$ cat src/rtl/burst_pkg.sv
package burst_pkg;
  typedef enum logic {
    ORD_LINEAR     = 1'b0,
    ORD_INTERLEAVE = 1'b1
  } order_e;
endpackage

$ cat src/rtl/burst_beat_tracker.sv
module burst_beat_tracker #(
  parameter int unsigned OFS_W = 2
) (
  input  logic             clk,
  input  logic             rst_n,
  input  logic             load_i,
  input  logic             step_i,
  output logic [OFS_W-1:0] idx_o,
  output logic             full_o
);
  localparam logic [OFS_W-1:0] LAST = {OFS_W{1'b1}};

  logic [OFS_W-1:0] idx_q;
  logic [OFS_W-1:0] cnt_q;

  // idx wraps with the burst; cnt saturates to mark completion
  always_ff @(posedge clk or negedge rst_n) begin
    if (!rst_n) begin
      idx_q <= '0;
      cnt_q <= '0;
    end else if (load_i) begin
      idx_q <= '0;
      cnt_q <= '0;
    end else if (step_i) begin
      idx_q <= idx_q + 1'b1;
      if (cnt_q != LAST) cnt_q <= cnt_q + 1'b1;
    end
  end

  assign idx_o  = idx_q;
  assign full_o = (cnt_q == LAST);
endmodule

$ cat src/rtl/burst_order_map.sv
module burst_order_map
  import burst_pkg::*;
#(
  parameter int unsigned OFS_W = 2
) (
  input  logic [OFS_W-1:0] base_i,
  input  logic [OFS_W-1:0] idx_i,
  input  order_e           order_i,
  output logic [OFS_W-1:0] ofs_o
);
  logic [OFS_W-1:0] lin_ofs;
  logic [OFS_W-1:0] xor_ofs;

  assign lin_ofs = base_i + idx_i;

  for (genvar b = 0; b < OFS_W; b++) begin : g_bit
    assign xor_ofs[b] = base_i[b] ^ idx_i[b];
  end

  assign ofs_o = (order_i == ORD_INTERLEAVE) ? xor_ofs : lin_ofs;
endmodule

$ cat src/rtl/burst_addr_ctr.sv
module burst_addr_ctr
  import burst_pkg::*;
#(
  parameter int unsigned OFS_W = 2
) (
  input  logic             clk,
  input  logic             rst_n,
  input  logic             load_i,
  input  logic [OFS_W-1:0] start_i,
  input  logic             adv_n_i,
  input  logic             mode_i,
  output logic [OFS_W-1:0] ofs_o,
  output logic             done_o
);
  logic [OFS_W-1:0] base_q;
  logic [OFS_W-1:0] idx;
  logic             step;
  order_e           order;

  assign step  = ~adv_n_i;
  assign order = order_e'(mode_i);

  always_ff @(posedge clk or negedge rst_n) begin
    if (!rst_n)      base_q <= '0;
    else if (load_i) base_q <= start_i;
  end

  burst_beat_tracker #(.OFS_W(OFS_W)) u_beat (
    .clk    (clk),
    .rst_n  (rst_n),
    .load_i (load_i),
    .step_i (step),
    .idx_o  (idx),
    .full_o (done_o)
  );

  burst_order_map #(.OFS_W(OFS_W)) u_map (
    .base_i  (base_q),
    .idx_i   (idx),
    .order_i (order),
    .ofs_o   (ofs_o)
  );
endmodule

$ cat config.mk
export PLATFORM = sky130hd
export DESIGN_NAME = burst_addr_ctr
export DESIGN_NICKNAME = d
export VERILOG_FILES = /design/src/rtl/burst_pkg.sv /design/src/rtl/burst_beat_tracker.sv /design/src/rtl/burst_order_map.sv /design/src/rtl/burst_addr_ctr.sv
export SDC_FILE = /design/constraint.sdc
export NUM_CORES = 1
export LEC_CHECK = 0
export BUFFER_PORTS_ARGS = -buffer_cell sky130_fd_sc_hd__buf_4
export CAP_MARGIN = 20
export CORE_AREA = 5 5 42 44
export DETAILED_ROUTE_END_ITERATION = 16
export DIE_AREA = 0 0 47 49
export SYNTH_ARGS = -nofsm -noshare
export SYNTH_HDL_FRONTEND = slang
export SYNTH_SLANG_ARGS = --single-unit
export TNS_END_PERCENT = 5
$ cat constraint.sdc
create_clock -name clk -period 1.87 [get_ports clk]
set_input_delay 0.374 -clock clk [delete_from_list [all_inputs] [get_ports clk]]
set_output_delay 0.374 -clock clk [all_outputs]
set_load 0.02 [all_outputs]
==> metrics.yaml <==
grt_remaining_overflow: 0
tritoncts: "done"
die_w_um: 47
ys_seq_area_frac: 0.515
post_route_cells_drive_above_1_share: 0.432
final_design_area_no_fill_um2: 412
worstReg2RegStart: "u_beat.cnt_q[0]"
synth_seq_cells: 6
cts.repair.resized: 0
cpMaxStageDelayCell: "sky130_fd_sc_hd__dfrtp_1"
detail_route.drc_violations: 0
cp-startpoint: "u_beat.idx_o[0]"
worst_slew_margin_rel: 0.873
outcome: "complete, no violations"
io-pin-count: 10
fillCellCount: 157
worst_skew_pair.late_latency_ns: 0.23
dr_total_vias: 200
ant_nets: 0
drt-initial-drc-count: 0
fmax_mhz: 634
worst-endpoint-required_ns: 1.50
number_of_antenna_cells_inserted: 0
post_synth_inst_count: 24
synth-warning-count: 0
clockRootBuffer: "sky130_fd_sc_hd__clkbuf_4"
hold_class: "input port to flip-flop"
finalWirelength_um: 498
tightest_hold_margin_ns: 0.346
number_of_antenna_violations_at_the_first_check_in_global_routing: 0
power.density_mw_per_mm2: 828
htree_num_levels: 1
die_area_mm2: 0.00230
path_clk_slew_ns: 0.04
hold_violations: 0
final-max-slew-violation-count: 0
pin_count_of_the_biggest_net_entering_global_routing: 7
timing.setup.tns_ns: 0
finalWeightedCongestion: 0.595
ir_worst_vdd_mv: 0.281
cpPeakStageDelay_ns: 0.39
worstPathBufferInverterCount: 1
hp-start: "load_i"
critPathLaunchType: "flip-flop"
clock_tree.buffer_depth: 2
synth_nets: 33
max_cap_viol_count: 0
routed_via_density: 3.77
dpl-instance-area_um2: 379
fin_nets: 48
grt_setup_unrepaired: "no"
final.setup.worst_slack_ns: 0.294
grt_first_pass_wirelength_um: 821
io_buffers: 9
groute.usage.overall: 0.0546
timing.clock.skew_ns: 0.000650
cellLeakagePower_nw: 0.191
worst_path_dominant_cell_family: "flip-flops"
endpoint_kind: "output pin"
die_h_um: 49
cts_made_buffers: 3
ordered_cell_list_for_the_critical_path: "ha_1 -> nor2b_1 -> xnor2_1 -> buf_4"
core_area_mm2: 0.00140
min_period_over_period: 0.843
cts_num_sinks: 6
cts_setup_buffers: 0
actual_transition_at_the_worst_max_transition_pin_ns: 0.189
num_rows: 14
drtPass1Iterations: 1
post_synth_instance_area_um2: 292
crit_type: "flip-flop to output pin"
first_global_vias: 202
syn_avg_cell_area_um2: 12.1
worst-path-max-fanout: 3
wl_per_cell_um: 9.40
place_worst_setup_slack_ns: 0.535
netlist_cell_types: 12
report.power.total_w: 0.000341
final.min_clock_period_ns: 1.58
start_util: 0.208
arrival_ns: 1.20
area_delta_synth_final_pct: 41.2
setup_violations: 0
-- cells in the mapped netlist --
library cell	number	area, um2
sky130_fd_sc_hd__nand2_1	1	3.75
sky130_fd_sc_hd__nor2b_1	2	12.5
sky130_fd_sc_hd__xnor2_1	4	35.0
sky130_fd_sc_hd__ha_1	2	25.0
sky130_fd_sc_hd__dfrtp_1	6	150
sky130_fd_sc_hd__a21oi_1	1	5.00
sky130_fd_sc_hd__o21ai_0	1	5.00
sky130_fd_sc_hd__mux2_2	2	22.5
sky130_fd_sc_hd__nor3_1	1	5.00
sky130_fd_sc_hd__nor2_1	2	7.51
sky130_fd_sc_hd__nor2_2	1	6.26
sky130_fd_sc_hd__nor2b_4	1	13.8
-- stage by stage --
| stage | cells | utilization |
|---|---|---|
| 2_1_floorplan | 24 | - |
| 3_3_place_gp | 49 | 0.271 |
| 3_5_place_dp | 49 | 0.271 |
| 4_1_cts | 53 | 0.294 |
| 5_1_grt | 53 | 0.294 |
| 6_report | 53 | 0.294 |
-- timing repair --
action / 4_1_cts / 5_1_grt
setup endpoints to repair: 0 / 0
hold buffers: 1 / 0
hold endpoints to repair: 6 / 0
-- worst paths after layout --
check                             endpoint  slack (ns)  cells past startpoint
hold / removal             u_beat.cnt_q[1]        0.35                      2
min in group asynchronous  u_beat.idx_o[0]        0.48                      2
max in group asynchronous        base_q[1]        1.28                      2
setup reg to reg           u_beat.cnt_q[0]        0.79                      4
setup / recovery                  ofs_o[1]        0.29                      4
hold reg to reg                  base_q[0]        0.51                      1
-- placed cells by master (no fill, tap or decap), drive strengths merged --
| master | instances |
|---|---|
| a21oi | 1 |
| buf | 9 |
| clkbuf | 3 |
| dfrtp | 6 |
| dlygate4sd3 | 1 |
| ha | 2 |
| mux2 | 2 |
| nand2 | 1 |
| nor2 | 3 |
| nor2b | 3 |
| nor3 | 1 |
| o21ai | 1 |
| xnor2 | 4 |
-- worst register-to-register path: cells and delay by family (launching register included) --
kind	cells	cell delay (ns)
flip-flops	1	0.39
adder cells (fa/ha/maj)	1	0.25
AND/OR/NAND/NOR	2	0.20
XOR/XNOR	1	0.13
-- sequential cells by signal, summed over array words and instances (netlist names) --
register and flops:
u_beat.cnt_q 2, base_q 2, u_beat.idx_o 2
-- kinds of logic (layout without fill, tap and decap cells) --
group | after synthesis | in the layout | synth area share
buffers and inverters | 0 | 13 | 0
muxes | 2 | 2 | 0.0772
DFF | 6 | 6 | 0.515
and+or+nand+nor | 8 | 8 | 0.167
xor gates and xnor gates | 4 | 4 | 0.120
AOI/OAI and AO/OA | 2 | 2 | 0.0343
adders and majority gates | 2 | 2 | 0.0858
-- metal layers --
metal / up-vias / GRT usage / part of all wire
li1: 107 / - / -
met1: 83 / 0.0697 / 0.46
met2: 8 / 0.0543 / 0.37
met3: 2 / 0.0369 / 0.15
met4: 0 / 0.0553 / 0.016
met5: - / 0 / 0
-- final cells by class --
type	count	area [um2]	share of cell area
Timing Repair Buffer	10	77.6	0.188
Multi-Input combinational cell	18	141	0.343
Sequential cell	6	150	0.365
Tap cell	16	20.0	0.0486
Clock buffer	3	22.5	0.0547
-- power by group --
part           switching, W  internal [W]
Sequential       0.00000784      0.000142
Combinational     0.0000358     0.0000427
Clock             0.0000401     0.0000722
Total             0.0000837      0.000257
Note: power is estimated with default switching activity, not from simulation.
